<file path="src/rtl/lrs_pkg.sv">
package lrs_pkg;

  localparam int NUM_RST = 4;
  localparam int IDX_GEN_A = 0;
  localparam int IDX_GEN_B = 1;
  localparam int IDX_DLY   = 2;
  localparam int IDX_DP    = 3;

  localparam int CMD_W = 3;
  localparam logic [CMD_W-1:0] CMD_NOP   = 3'b111;
  localparam logic [CMD_W-1:0] CMD_WRITE = 3'b100;

  typedef enum logic [2:0] {
    ST_HOLD_ALL,
    ST_WAIT_GEN_A,
    ST_WAIT_GEN_B,
    ST_WAIT_DELAY,
    ST_RUN
  } seq_state_t;

  typedef struct packed {
    logic [NUM_RST-1:0] holdRst;
  } seq_strobe_t;

endpackage

</file>
<file path="src/rtl/lrs_sync.sv">
module lrs_sync #(
  parameter int STAGES = 2
) (
  input  logic clk,
  input  logic clr,
  input  logic din,
  output logic dout
);

  logic [STAGES-1:0] chain;

  always_ff @(posedge clk or posedge clr) begin
    if (clr) chain <= '0;
    else     chain <= {chain[STAGES-2:0], din};
  end

  assign dout = chain[STAGES-1];

endmodule

</file>
<file path="src/rtl/lrs_ctrl.sv">
module lrs_ctrl
  import lrs_pkg::*;
#(
  parameter int MIN_HOLD    = 16,
  parameter int SYNC_STAGES = 2
) (
  input  logic        clk,
  input  logic        globalRst,
  input  logic        lockA,
  input  logic        lockB,
  input  logic        dlyRdy,
  output seq_strobe_t strobe,
  output logic        seqDone
);

  localparam int NUM_IN = 3;
  localparam int HW = (MIN_HOLD > 1) ? $clog2(MIN_HOLD) : 1;
  localparam logic [HW-1:0] HOLD_LAST = HW'(MIN_HOLD - 1);

  logic [NUM_IN-1:0] rawIn;
  logic [NUM_IN-1:0] syncIn;
  logic lockASync, lockBSync, dlyRdySync;

  assign rawIn = {dlyRdy, lockB, lockA};

  for (genvar g = 0; g < NUM_IN; g++) begin : g_sync
    lrs_sync #(.STAGES(SYNC_STAGES)) u_sync (
      .clk  (clk),
      .clr  (globalRst),
      .din  (rawIn[g]),
      .dout (syncIn[g])
    );
  end

  assign lockASync  = syncIn[0];
  assign lockBSync  = syncIn[1];
  assign dlyRdySync = syncIn[2];

  seq_state_t state, nextState;
  logic [HW-1:0] holdCnt;
  logic condMet, holdMet;

  always_comb begin
    case (state)
      ST_WAIT_GEN_A: condMet = lockASync;
      ST_WAIT_GEN_B: condMet = lockBSync;
      default:       condMet = 1'b1;
    endcase
  end

  assign holdMet = condMet && (holdCnt == HOLD_LAST);

  always_comb begin
    nextState = state;
    case (state)
      ST_HOLD_ALL:   if (holdMet) nextState = ST_WAIT_GEN_A;
      ST_WAIT_GEN_A: if (holdMet) nextState = ST_WAIT_GEN_B;
      ST_WAIT_GEN_B: begin
        if (!lockASync)   nextState = ST_HOLD_ALL;
        else if (holdMet) nextState = ST_WAIT_DELAY;
      end
      ST_WAIT_DELAY: begin
        if (!lockASync || !lockBSync) nextState = ST_HOLD_ALL;
        else if (dlyRdySync)          nextState = ST_RUN;
      end
      ST_RUN: if (!lockASync || !lockBSync) nextState = ST_HOLD_ALL;
      default: nextState = ST_HOLD_ALL;
    endcase
  end

  always_ff @(posedge clk or posedge globalRst) begin
    if (globalRst) begin
      state   <= ST_HOLD_ALL;
      holdCnt <= '0;
    end else begin
      state <= nextState;
      if ((nextState != state) || !condMet) holdCnt <= '0;
      else                                  holdCnt <= holdCnt + HW'(1);
    end
  end

  always_comb begin
    strobe.holdRst[IDX_GEN_A] = (nextState == ST_HOLD_ALL);
    strobe.holdRst[IDX_GEN_B] = (nextState == ST_HOLD_ALL) || (nextState == ST_WAIT_GEN_A);
    strobe.holdRst[IDX_DLY]   = (nextState != ST_WAIT_DELAY) && (nextState != ST_RUN);
    strobe.holdRst[IDX_DP]    = (nextState != ST_RUN);
  end

  assign seqDone = (state == ST_RUN);


  genb_gate_chk: assert property (@(posedge clk) disable iff (globalRst)
    (state == ST_WAIT_GEN_B) |-> $past(lockASync));


  run_gate_chk: assert property (@(posedge clk) disable iff (globalRst)
    (state == ST_RUN) |-> ($past(lockASync) && $past(lockBSync)));

endmodule

</file>
<file path="src/rtl/lrs_datapath.sv">
module lrs_datapath
  import lrs_pkg::*;
#(
  parameter int MAX_HOLD = 1024
) (
  input  logic               clk,
  input  logic               globalRst,
  input  seq_strobe_t        strobe,
  input  logic [CMD_W-1:0]   cmdIn,
  output logic [NUM_RST-1:0] rstOut,
  output logic               holdOverrun,
  output logic [CMD_W-1:0]   cmdOut
);

  localparam int OW = $clog2(MAX_HOLD + 1);
  localparam logic [OW-1:0] OVER_LIMIT = OW'(MAX_HOLD);

  for (genvar r = 0; r < NUM_RST; r++) begin : g_rst
    logic rstQ;
    always_ff @(posedge clk or posedge globalRst) begin
      if (globalRst) rstQ <= 1'b1;
      else           rstQ <= strobe.holdRst[r];
    end
    assign rstOut[r] = rstQ;
  end

  logic [OW-1:0] overCnt;

  always_ff @(posedge clk or posedge globalRst) begin
    if (globalRst)                   overCnt <= '0;
    else if (!strobe.holdRst[IDX_DP]) overCnt <= '0;
    else if (overCnt != OVER_LIMIT)  overCnt <= overCnt + OW'(1);
  end

  assign holdOverrun = (overCnt == OVER_LIMIT);
  assign cmdOut      = rstOut[IDX_DP] ? CMD_NOP : cmdIn;


  genb_after_gena_chk: assert property (@(posedge clk) disable iff (globalRst)
    !rstOut[IDX_GEN_B] |-> !rstOut[IDX_GEN_A]);


  dly_after_genb_chk: assert property (@(posedge clk) disable iff (globalRst)
    !rstOut[IDX_DLY] |-> !rstOut[IDX_GEN_B]);


  dp_after_dly_chk: assert property (@(posedge clk) disable iff (globalRst)
    !rstOut[IDX_DP] |-> !rstOut[IDX_DLY]);


  no_write_chk: assert property (@(posedge clk) disable iff (globalRst)
    rstOut[IDX_DP] |-> (cmdOut != CMD_WRITE));


  overrun_scope_chk: assert property (@(posedge clk) disable iff (globalRst)
    holdOverrun |-> rstOut[IDX_DP]);

endmodule

</file>
<file path="src/rtl/lock_reset_seq.sv">
module lock_reset_seq #(
  parameter int MIN_HOLD    = 16,
  parameter int MAX_HOLD    = 1024,
  parameter int SYNC_STAGES = 2
) (
  input  logic       clk,
  input  logic       globalRst,
  input  logic       lockA,
  input  logic       lockB,
  input  logic       dlyRdy,
  input  logic [2:0] cmdIn,
  output logic       genARst,
  output logic       genBRst,
  output logic       dlyCtrlRst,
  output logic       dpRst,
  output logic       seqDone,
  output logic       holdOverrun,
  output logic [2:0] cmdOut
);

  lrs_pkg::seq_strobe_t strobe;
  logic [lrs_pkg::NUM_RST-1:0] rstOut;

  lrs_ctrl #(.MIN_HOLD(MIN_HOLD), .SYNC_STAGES(SYNC_STAGES)) u_ctrl (
    .clk       (clk),
    .globalRst (globalRst),
    .lockA     (lockA),
    .lockB     (lockB),
    .dlyRdy    (dlyRdy),
    .strobe    (strobe),
    .seqDone   (seqDone)
  );

  lrs_datapath #(.MAX_HOLD(MAX_HOLD)) u_dp (
    .clk         (clk),
    .globalRst   (globalRst),
    .strobe      (strobe),
    .cmdIn       (cmdIn),
    .rstOut      (rstOut),
    .holdOverrun (holdOverrun),
    .cmdOut      (cmdOut)
  );

  assign genARst    = rstOut[lrs_pkg::IDX_GEN_A];
  assign genBRst    = rstOut[lrs_pkg::IDX_GEN_B];
  assign dlyCtrlRst = rstOut[lrs_pkg::IDX_DLY];
  assign dpRst      = rstOut[lrs_pkg::IDX_DP];

endmodule

</file>
<file path="config.mk">
export PLATFORM = sky130hd
export DESIGN_NAME = lock_reset_seq
export DESIGN_NICKNAME = d
export VERILOG_FILES = /design/src/rtl/lrs_pkg.sv /design/src/rtl/lrs_sync.sv /design/src/rtl/lrs_ctrl.sv /design/src/rtl/lrs_datapath.sv /design/src/rtl/lock_reset_seq.sv
export SDC_FILE = /design/constraint.sdc
export NUM_CORES = 1
export LEC_CHECK = 0
export BUFFER_PORTS_ARGS = -buffer_cell sky130_fd_sc_hd__buf_4
export CELL_PAD_IN_SITES_DETAIL_PLACEMENT = 1
export CELL_PAD_IN_SITES_GLOBAL_PLACEMENT = 2
export CORE_ASPECT_RATIO = 1.1
export CORE_UTILIZATION = 39
export DETAILED_ROUTE_END_ITERATION = 10
export GPL_ROUTABILITY_DRIVEN = 1
export HOLD_SLACK_MARGIN = 0.12
export PLACE_DENSITY = 0.9
export SYNTH_ARGS = -nofsm -noshare
export SYNTH_HDL_FRONTEND = slang
export SYNTH_SLANG_ARGS = --single-unit
export TNS_END_PERCENT = 50
</file>
<file path="constraint.sdc">
create_clock -name clk -period 3.8 [get_ports clk]
set_input_delay 0.19 -clock clk [delete_from_list [all_inputs] [get_ports clk]]
set_output_delay 0.19 -clock clk [all_outputs]
set_load 0.01 [all_outputs]
</file>
## Word level (Yosys, flattened, before mapping)

Cells that the tools add are included.

- Flip-flop bits (word level): 28
- Bits of input ports: 8

- $add $sub $neg: 2
- Eq/ne operators: 12
- Muxes and demuxes: 13
- Reductions and logical operators: 10

Operator list:

| operator | number |
|---|---|
| 3-bit 2-to-1 mux | 8 |
| 11-bit 2-to-1 mux | 2 |
| 3-bit one-hot mux with 5 select lines | 1 |
| 11-bit by 1-bit adder with 11-bit output, second input constant | 1 |
| 11-bit == test, second input constant | 1 |
| 11-bit != test, second input constant | 1 |
| 3-bit by 1-bit == test with 1-bit output, second input constant | 2 |
| 3-bit by 2-bit == test with 1-bit output, second input constant | 2 |
| 3-bit zero test | 2 |
| 4-bit by 1-bit adder with 4-bit output, second input constant | 1 |
| 4-bit == test, second input constant | 1 |
| 4-bit 2-to-1 mux | 1 |
| 3-bit == test, second input constant | 1 |
| 1-bit zero test | 3 |
| 1-bit logical OR | 3 |
| 3-bit by 2-bit != test with 1-bit output, second input constant | 1 |
| 3-bit != test | 1 |
| 3-bit != test, second input constant | 1 |
| 1-bit logical AND | 2 |
| 2-bit != test, second input constant | 1 |
| 1-bit one-hot mux with 2 select lines | 1 |

## Logic depth before layout (Yosys ltp)

Gate-level depths: netlist (run 1).

- Word-level depth: 9
- Gate-level depth with buffers: 5
- Gate-level depth less buffers: 5

## Hierarchy

A second synthesis (run 1) with hierarchy kept.

- Cells, all modules: 127
- Area total of the unflattened synthesis: 1,390.1 um^2

By module, submodules not included:

| module | instances | cells an instance | area each (um^2) | seq. area each (um^2) |
|---|---|---|---|---|
| lrs_datapath | 1 | 74 | 752.0 | 380.4 |
| lrs_ctrl | 1 | 44 | 476.7 | 175.2 |
| lrs_sync | 3 | 3 | 53.8 | 50.0 |

## Worst setup path after synthesis (run 1)

Ideal clock, no wire load.

- Path kind: reg2reg
- Start: register u_ctrl.holdCnt[0]
- End: register u_ctrl.holdCnt[3]
- Setup time: 0.086 ns
- Arrival time: 1.446 ns
- Data required time: 3.714 ns
- Slack: 2.268 ns
- Stages on the path, launching flop included: 6
- Buffers on the path: 0
- Period minus slack after synthesis: 1.532 ns
- Cells stage by stage: dfrtp_1 -> ha_1 -> and3_2 -> and3_2 -> a221o_1 -> nor3_1

- Longest elaborated chain between the ends: 8

RTL lines:

| what | RTL line | RTL |
|---|---|---|
| from (decl) | lrs_ctrl.sv:40 | `logic [HW-1:0] holdCnt;` |
| from (signal assigned) | lrs_ctrl.sv:78 | `else holdCnt <= holdCnt + HW'(1);` |
| 4-bit == test | lrs_ctrl.sv:51 | `assign holdMet = condMet && (holdCnt == HOLD_LAST);` |
| 1-bit logical AND | lrs_ctrl.sv:51 |  |
| 3-bit 2-to-1 mux | lrs_ctrl.sv:60 | `else if (holdMet) nextState = ST_WAIT_DELAY;` |
| 3-bit 2-to-1 mux | lrs_ctrl.sv:59 | `if (!lockASync) nextState = ST_HOLD_ALL;` |
| 3-bit one-hot mux with 5 select lines | lrs_ctrl.sv:55 | `case (state)` |
| 3-bit != test | lrs_ctrl.sv:77 | `if ((nextState != state) \|\| !condMet) holdCnt <= '0;` |
| 1-bit logical OR | lrs_ctrl.sv:77 |  |
| 4-bit 2-to-1 mux * | lrs_ctrl.sv:77 |  |

Mark *: on every way between the ends. The rest lies on a longest branch, timed or not.
A chain may end at the register's enable or synchronous reset.

## Worst setup path after layout (run 1)

- Start: register u_dp.overCnt[2]
- End: output holdOverrun

- Longest elaborated chain between the ends: 1

RTL lines:

| what | RTL line | RTL |
|---|---|---|
| from (decl) | lrs_datapath.sv:27 | `logic [OW-1:0] overCnt;` |
| from (signal assigned) | lrs_datapath.sv:32 | `else if (overCnt != OVER_LIMIT) overCnt <= overCnt + OW'(1);` |
| 11-bit == test | lrs_datapath.sv:35 | `assign holdOverrun = (overCnt == OVER_LIMIT);` |
| to (decl) | lock_reset_seq.sv:17 | `output logic holdOverrun,` |

Every way passes these cells.

==> qor.yml, run 1 <==
overflow: 0
wl_per_cell_um: 14.10
hold_path.class: "input pin to async pin"
cell_internal_pwr_mw: 0.3739
grt_pass1_vias: 972
placed_cells: 165
p_switching_mw: 0.09820
track_usage_pct: 16.69
cts_resized: 0
wl_mm: 2.425
multi_input_area_um2: 520.5
clockRootBuffer: "clkbuf_4"
ys_seq_area_share_pct: 56.18
grt_max_degree: 29
pin_count: 17
synth_area_um2: 1256
slew_violations: 0
synth_cells: 116
r2r-end: "u_dp.overCnt[10]"
cts_max_path_buffers: 2
slowest_stage: "dfrtp_1"
finClkSkew_ns: 0.008604
critical_path_arrival_ns: 1.67
io_buffers: 16
status: "completed"
rsz0062_at_grt: "false"
relSlewSlack_pct: 32.38
cp_top_family: "simple AND/OR/NAND/NOR gates"
rrSetupSlack_ns: 2.13
drive_gt1_share_pct: 24.64
layout.nets: 150
dieWidth_um: 56.11
p_sw_share_pct: 20.80
synth_ff_type: "dfrtp_1"
drtAntennaViolNets: 0
worstSetupPathType: "register to output port"
leakagePower_nw: 0.6412
yosysMostFrequentCell: "dfrtp_1"
fp.dieArea_um2: 3452
avgSynthCellArea_um2: 10.83
tightest_slew_ns: 1.013
synth-xor-area-share_pct: 7.669
synth_top_cell_area_share_pct: 47.81
first_iter_violations: 37
p_comb_share_pct: 4.6
synthTopCellsByCount: "24 x dfrtp_1, 16 x nor2_1, 8 x nand3_1"
fin_crit_ns: 1.856
ys_types: 34
startpoint_type: "register"
syn_to_final_growth_pct: 17.63
fmax_mhz: 538.8
crit_required_ns: 3.61
ys_ff_latch: 28
whs_ns: 0.1035
gp_congestion: 0.8199
clock_latency_ns: 0.32
antenna_found_initial: 0
setup_viol: 0
synth_edf_count: 0
h-tree-depth: 1
firstDrtPassIters: 2
final-seq-area_um2: 705.7
cap_viol_max_count: 0
reg2reg_depth: 4
hold_viol: 0
async_flop_share_pct: 100.0
synth.net_count: 127
diodes: 0
ctsHoldBuffers: 3
cts_num_sinks: 28
path_buf_inv: 2
clk_pin_slew_ns: 0.15
synth_fa_ha_area_share_pct: 2.988
grt_pass1_wl_mm: 4.429
crit-reg2reg-launch: "u_ctrl.state[0]"
start_util_pct: 41.22
synth.area.mux_share_pct: 0.7968
dp_hpwl_mm: 1.787
synth_compound_area_share_pct: 5.976
fin_setup_tns_ns: 0
core_area_um2: 3048
cts_buffers: 3
cp-end-kind: "output port"
stdcell_count: 172
pwr_density_cell_nw_per_um2: 319.5
synth_top_family_by_area: "simple AND/OR/NAND/NOR gates"
synth.yosys.warnings: 0
cpPeakStageDelay_ns: 0.50
crit_fanout: 8
vias_per_cell: 5.355
crit_chain: "nor4b_1, nand4b_1, inv_1, buf_4"
cts_setup_buffers: 0
synth_area_leader_cell: "dfrtp_1"
ir_drop_mv: 0.1801
yosys.area_share.simple_pct: 24.00
cp-startpoint: "u_dp.overCnt[2]"
pwr-share-clk_pct: 29.8
cts_tree: "built"
rows: 21
vias: 921
power_frac_seq_pct: 65.5
die-height_um: 61.53
drc: 0
synthTopCellsByArea: "dfrtp_1 48%, dfstp_2 8.4%, xnor2_1 4.9%"
nFillCells: 355
period_share_pct: 48.84
[layout make-up]
class                           count  area share [%]
Clock buffer                        4           2.456
Timing Repair Buffer               19           10.16
Multi-Input combinational cell     81           35.22
Sequential cell                    28           47.76
Tap cell                           34           2.879
Inverter                            6           1.524
[metal layers]
layer,global-route usage [%],routed length (um)
met1,20.45,1117
met2,29.42,1202
met3,3.151,49
met4,7.317,56
met5,0,0
[cells by family (layout without fill, tap and decap cells)]
logic type / count (synthesis) / after routing
compound gates: 10 / 10
xor+xnor: 11 / 11
fa+ha+maj: 3 / 3
buf+inv: 7 / 29
flops: 28 / 28
mux: 1 / 1
simple gates: 56 / 56
[power groups by stage]
stage | clock network, mW | registers [mW] | logic [mW]
floorplan | 0 | 0.313 | 0.0117
global placement | 0 | 0.315 | 0.0191
detailed placement | 0 | 0.315 | 0.0201
CTS | 0.146 | 0.310 | 0.0226
global route | 0.158 | 0.311 | 0.0255
finish | 0.141 | 0.309 | 0.0219
[cell usage in the layout (no fill, tap or decap), types with 4 or more instances in the layout]
cell     netlist  final
buf_4          1     16
dfrtp_1       24     24
dfstp_2        4      4
inv_1          6      6
nand3_1        8      8
nor2_1        16     16
nor3_1         6      6
xnor2_1        7      7
xor2_1         4      4
[flip-flops by register name, indices dropped and copies added (netlist names)]
name / cells
u_dp.g_rst.rstQ: 4
u_ctrl.state: 3
u_dp.overCnt: 11
u_ctrl.holdCnt: 4
u_ctrl.g_sync.u_sync.chain: 6
[worst max path at each step]
stage	end	slack, ns	cells past startpoint
after global routing	holdOverrun	1.83	4
after floorplan	u_ctrl.holdCnt[3]	2.27	5
after detailed placement	u_ctrl.holdCnt[1]	2.13	5
after global placement	u_ctrl.holdCnt[3]	2.19	5
after CTS	holdOverrun	1.92	4
final	holdOverrun	1.94	4
[worst register-to-register path, stage by stage, from the launching register on]
cell and delay [ns]:
dfrtp_1 0.49, nor3b_1 0.35, a31oi_1 0.10, nor2_2 0.50
nor2_1 0.11
[through the flow]
step | power, mW | util, % | setup slack [ns] | instance area (um^2)
floorplan | 0.3250 | - | 2.268 | 1256
global placement | 0.3337 | 46.31 | 2.195 | 1411
detailed placement | 0.3351 | 46.31 | 2.129 | 1411
CTS | 0.4784 | 48.48 | 1.922 | 1478
global route | 0.4943 | 48.48 | 1.827 | 1478
finish | 0.4721 | 48.48 | 1.944 | 1478
(Power assumes the default switching activity.)
==> run 2: changes to the inputs <==
Settings changed: CORE_UTILIZATION 39 to 32, PLACE_DENSITY 0.9 to 0.8.
Clock period 3.8 ns to 1.6 ns, I/O delays scaled along.
==> run 2 against run 1 <==
Effect of this change:
- sequential share of layout area down 5.0 points
- core utilization down 4.1 points
- die area up 21%
- clock-buffer cell count unchanged
- non-clock buffer count up 12
- critical path depth up 1
- routed wire length up 18%
- final cell count up 16%
- largest cell class unchanged
- sequential power up 140%
- flip-flop and latch count unchanged
- combinational power rose to 3.2 times the previous value
- global-route usage down 1.5 points
==> qor.yml, run 2 (same netlist as run 1, synthesis figures left out) <==
setup_viol: 0
dieWidth_um: 61.74
mostFrequentLayoutCells: "27 x buf_4, 24 x dfrtp_1, 16 x nor2_1, 8 x nand3_1, 7 x xnor2_1"
worstSetupPathType: "register to register"
finClkSkew_ns: 0.003257
drtAntennaViolNets: 0
diodes: 0
syn_to_final_growth_pct: 31.27
fp.dieArea_um2: 4181
hold_path_end: "u_ctrl.g_sync[2].u_sync.chain[1]"
rrSetupSlack_ns: 0.03
rows: 23
ir_drop_mv: 0.3420
wl_mm: 2.871
finalWorstSetupSlack_ns: 0.03270
grt_max_degree: 17
fin_crit_ns: 1.567
overflow: 0
postLayoutCellArea_um2: 1649
pin_count: 17
crit_required_ns: 1.79
path_buf_inv: 0
startpoint_type: "register"
hold_depth: 0
cp-end-kind: "register"
crit-reg2reg-launch: "u_ctrl.holdCnt[0]"
critical_path_arrival_ns: 1.76
clockRootBuffer: "clkbuf_8"
layout.nets: 162
cap_viol_max_count: 0
cp_top_family: "simple AND/OR/NAND/NOR gates"
leakagePower_nw: 0.7078
drc: 0
r2r-end: "u_ctrl.holdCnt[0]"
power_mw: 1.232
firstDrtPassIters: 4
hold_start: "u_ctrl.g_sync[2].u_sync.chain[0]"
crit_fanout: 4
relSlewSlack_pct: 55.93
status: "completed"
drive_gt1_share_pct: 33.33
die-height_um: 67.72
slowest_stage: "dfrtp_1"
largest_reg_flops: 11
wl_per_cell_um: 14.36
cts_tree: "built"
track_usage_pct: 15.20
cts_max_path_buffers: 2
cts_num_sinks: 28
io_buffers: 16
dp_slack_ns: -0.06293
period_share_pct: 97.96
top_regs: "u_dp.overCnt x11, u_ctrl.g_sync.u_sync.chain x6"
vias_per_cell: 4.825
dp_hpwl_mm: 1.985
place_area_um2: 1484
hold_viol: 0
start_util_pct: 33.84
grt_pass1_vias: 967
grt_pass1_wl_mm: 4.560
regMostFlops: "u_dp.overCnt"
core_area_um2: 3712
crit_chain: "ha_2, and3_4, and3_4, a221o_1, nor3_2"
path_common_cell: "and3_4"
reg2reg_depth: 5
tightest_slew_ns: 0.6542
antenna_found_initial: 0
rsz0062_at_grt: "true"
clk_pin_slew_ns: 0.09
first_iter_violations: 61
layout_commonest_cell: "buf_4"
gp_congestion: 0.8370
h-tree-depth: 1
vias: 965
clock_latency_ns: 0.27
hold_path.class: "register to register"
pwr_density_cell_nw_per_um2: 747.3
cts_buffers: 3
fmax_mhz: 638.0
cpPeakStageDelay_ns: 0.41
slew_violations: 0
==> run 2: cell types whose count changed in the layout (fill, tap and decap cells not counted), sizes merged <==
cell,previous run,this run
buf,16,27
dlygate4sd3,3,4
==> run 2: where the power goes <==
group	internal, mW	switching [mW]
registers	0.722	0.0132
logic	0.0384	0.0313
clock network	0.220	0.207
total	0.981	0.252
==> run 2: area by class of cell <==
type / count / area [um^2]
Timing Repair Buffer: 31 / 242.7
Clock buffer: 4 / 55.05
Inverter: 6 / 22.52
Multi-Input combinational cell: 81 / 560.5
Sequential cell: 28 / 705.7
Tap cell: 50 / 62.56
Fill cell: 415 / 2063
==> run 2: repair_timing <==
item | CTS | global route
buffers inserted | 0 | 4
hold buffers | 4 | 0
resized for setup | 4 | 4
endpoints found under the setup margin | 4 | 4
pin swaps | 0 | 4
endpoints found under the hold margin | 13 | 0
==> run 2: metrics by stage <==
stage | hold WS [ns] | instances | utilization [%] | setup TNS [ns]
after floorplan | 0.1114 | 116 | - | 0
after detailed placement | 0.1877 | 188 | 39.97 | -0.1053
after global placement | 0.1693 | 188 | 39.97 | 0
final | 0.3580 | 200 | 44.42 | 0
after CTS | 0.3628 | 196 | 43.01 | -0.05425
after global routing | 0.3653 | 200 | 44.42 | -0.02453
==> run 2: worst max path at each step <==
stage,start,endpoint,slack [ns],cells after the start
6_report,u_ctrl.holdCnt[0],u_ctrl.holdCnt[0],0.03,5
5_1_grt,u_ctrl.holdCnt[0],u_ctrl.holdCnt[0],-0.02,5
4_1_cts,u_dp.overCnt[7],holdOverrun,-0.05,4
3_5_place_dp,u_ctrl.holdCnt[0],u_ctrl.holdCnt[3],-0.06,5
3_3_place_gp,u_ctrl.holdCnt[0],u_ctrl.holdCnt[3],0.05,5
2_1_floorplan,u_ctrl.holdCnt[0],u_ctrl.holdCnt[3],0.07,5
==> run 2: layer usage <==
layer | vias up | global-route usage, % | routed length (um)
li1 | 469 | - | -
met1 | 480 | 18.69 | 1244
met2 | 11 | 26.75 | 1526
met3 | 5 | 1.724 | 57
met4 | 0 | 5.833 | 42
met5 | - | 0 | 0
==> run 3: changes to the inputs <==
Settings changed: RECOVER_POWER from default to 50.
==> run 3 against run 2 <==
Effect of this change:
- critical endpoint unchanged
- worst hold slack barely moved
- critical path depth did not move
- via count fell by 0.21%
- sequential power barely moved
==> qor.yml, run 3 (same netlist as run 1, synthesis figures left out) <==
finalWorstSetupSlack_ns: 0.04132
clk_pin_slew_ns: 0.09
crit_fanout: 4
dp_slack_ns: -0.06293
pwr-share-clk_pct: 34.7
fmax_mhz: 641.6
p_sw_share_pct: 20.40
power_mw: 1.228
place_area_um2: 1484
io_buffers: 16
first_iter_violations: 62
layout.nets: 162
status: "completed"
power_frac_seq_pct: 59.9
postLayoutCellArea_um2: 1630
tightest_slew_ns: 0.6630
grt_pass1_vias: 967
grt_pass1_wl_mm: 4.560
h-tree-depth: 1
ir_drop_mv: 0.3427
vias: 963
clockRootBuffer: "clkbuf_8"
hold_viol: 0
fp.dieArea_um2: 4181
drive_gt1_share_pct: 29.33
hold_path.class: "register to register"
overflow: 0
cts_num_sinks: 28
core_area_um2: 3712
dp_hpwl_mm: 1.985
antenna_found_initial: 0
layout_commonest_cell: "dfrtp_1"
leakagePower_nw: 0.6881
firstDrtPassIters: 4
syn_to_final_growth_pct: 29.78
pwr_density_cell_nw_per_um2: 753.5
die-height_um: 67.72
regMostFlops: "u_dp.overCnt"
slew_violations: 0
period_share_pct: 97.42
cap_viol_max_count: 0
mostFrequentLayoutCells: "24 x dfrtp_1, 18 x buf_4, 16 x nor2_1, 8 x nand3_1, 7 x xnor2_1"
cts_tree: "built"
rows: 23
dieWidth_um: 61.74
diodes: 0
pin_count: 17
nFillCells: 416
top_regs: "u_dp.overCnt x11, u_ctrl.g_sync.u_sync.chain x6"
vias_per_cell: 4.815
relSlewSlack_pct: 55.34
wl_per_cell_um: 14.35
stdcell_count: 200
crit_required_ns: 1.79
gp_congestion: 0.8370
final_util_pct: 43.92
p_comb_share_pct: 5.4
rsz0062_at_grt: "true"
worstSetupPathType: "register to register"
wl_mm: 2.870
p_switching_mw: 0.2507
cts_max_path_buffers: 2
startpoint_type: "register"
setup_viol: 0
drc: 0
grt_max_degree: 17
cp-end-kind: "register"
finClkSkew_ns: 0.003596
fin_crit_ns: 1.559
largest_reg_flops: 11
placed_cells: 188
track_usage_pct: 15.20
drtAntennaViolNets: 0
cts_buffers: 3
fin_setup_tns_ns: 0
clock_latency_ns: 0.27
whs_ns: 0.3581
cell_internal_pwr_mw: 0.9777
critical_path_arrival_ns: 1.75
start_util_pct: 33.84
==> run 3: power groups by stage <==
| stage | sequential [mW] | clock (mW) | combinational (mW) |
|---|---|---|---|
| 4_1_cts | 0.734 | 0.443 | 0.0634 |
| 6_report | 0.735 | 0.426 | 0.0667 |
| 3_5_place_dp | 0.748 | 0 | 0.0545 |
| 2_1_floorplan | 0.744 | 0 | 0.0277 |
| 5_1_grt | 0.737 | 0.465 | 0.0751 |
| 3_3_place_gp | 0.747 | 0 | 0.0521 |
==> run 3: per-layer routing <==
metal  track usage (%)  part of all wire, %  vias to the layer above
met5                 0                    0                        -
met4             5.833                  1.2                        0
met3             1.724                  2.0                        4
met2             26.75                   53                       17
met1             18.69                   43                      473
li1                  -                    -                      469
==> run 3: worst max-delay path, stage by stage, from the launching register on <==
cell	delay (ns)
dfrtp_1	0.41
ha_2	0.19
and3_4	0.19
and3_4	0.14
a221o_1	0.35
nor3_2	0.20
==> run 3: area by class of cell <==
cell class	instances	area (um^2)	share of cell area, %
Tap cell	50	62.56	3.837
Clock buffer	4	55.05	3.377
Sequential cell	28	705.7	43.28
Multi-Input combinational cell	81	560.5	34.38
Timing Repair Buffer	31	224.0	13.74
Inverter	6	22.52	1.381
==> run 3: what timing repair did <==
action / in CTS / in global routing
setup endpoints to repair: 4 / 4
pin swaps: 0 / 4
resized for setup: 4 / 4
endpoints found under the hold margin: 13 / 0
buffers inserted: 0 / 4
hold buffers: 4 / 0
==> run 3: path summary, 6_finish.rpt <==
kind                                                  start  slack [ns]                               end  depth (start not counted)
setup reg to reg                          u_ctrl.holdCnt[0]        0.04                 u_ctrl.holdCnt[0]                          5
max in group asynchronous                         globalRst        0.46  u_ctrl.g_sync[0].u_sync.chain[0]                          4
min in group asynchronous                         globalRst        0.43                   u_dp.overCnt[5]                          3
hold / removal             u_ctrl.g_sync[2].u_sync.chain[0]        0.36  u_ctrl.g_sync[2].u_sync.chain[1]                          0
setup / recovery                          u_ctrl.holdCnt[0]        0.04                 u_ctrl.holdCnt[0]                          5
hold reg to reg            u_ctrl.g_sync[2].u_sync.chain[0]        0.36  u_ctrl.g_sync[2].u_sync.chain[1]                          0
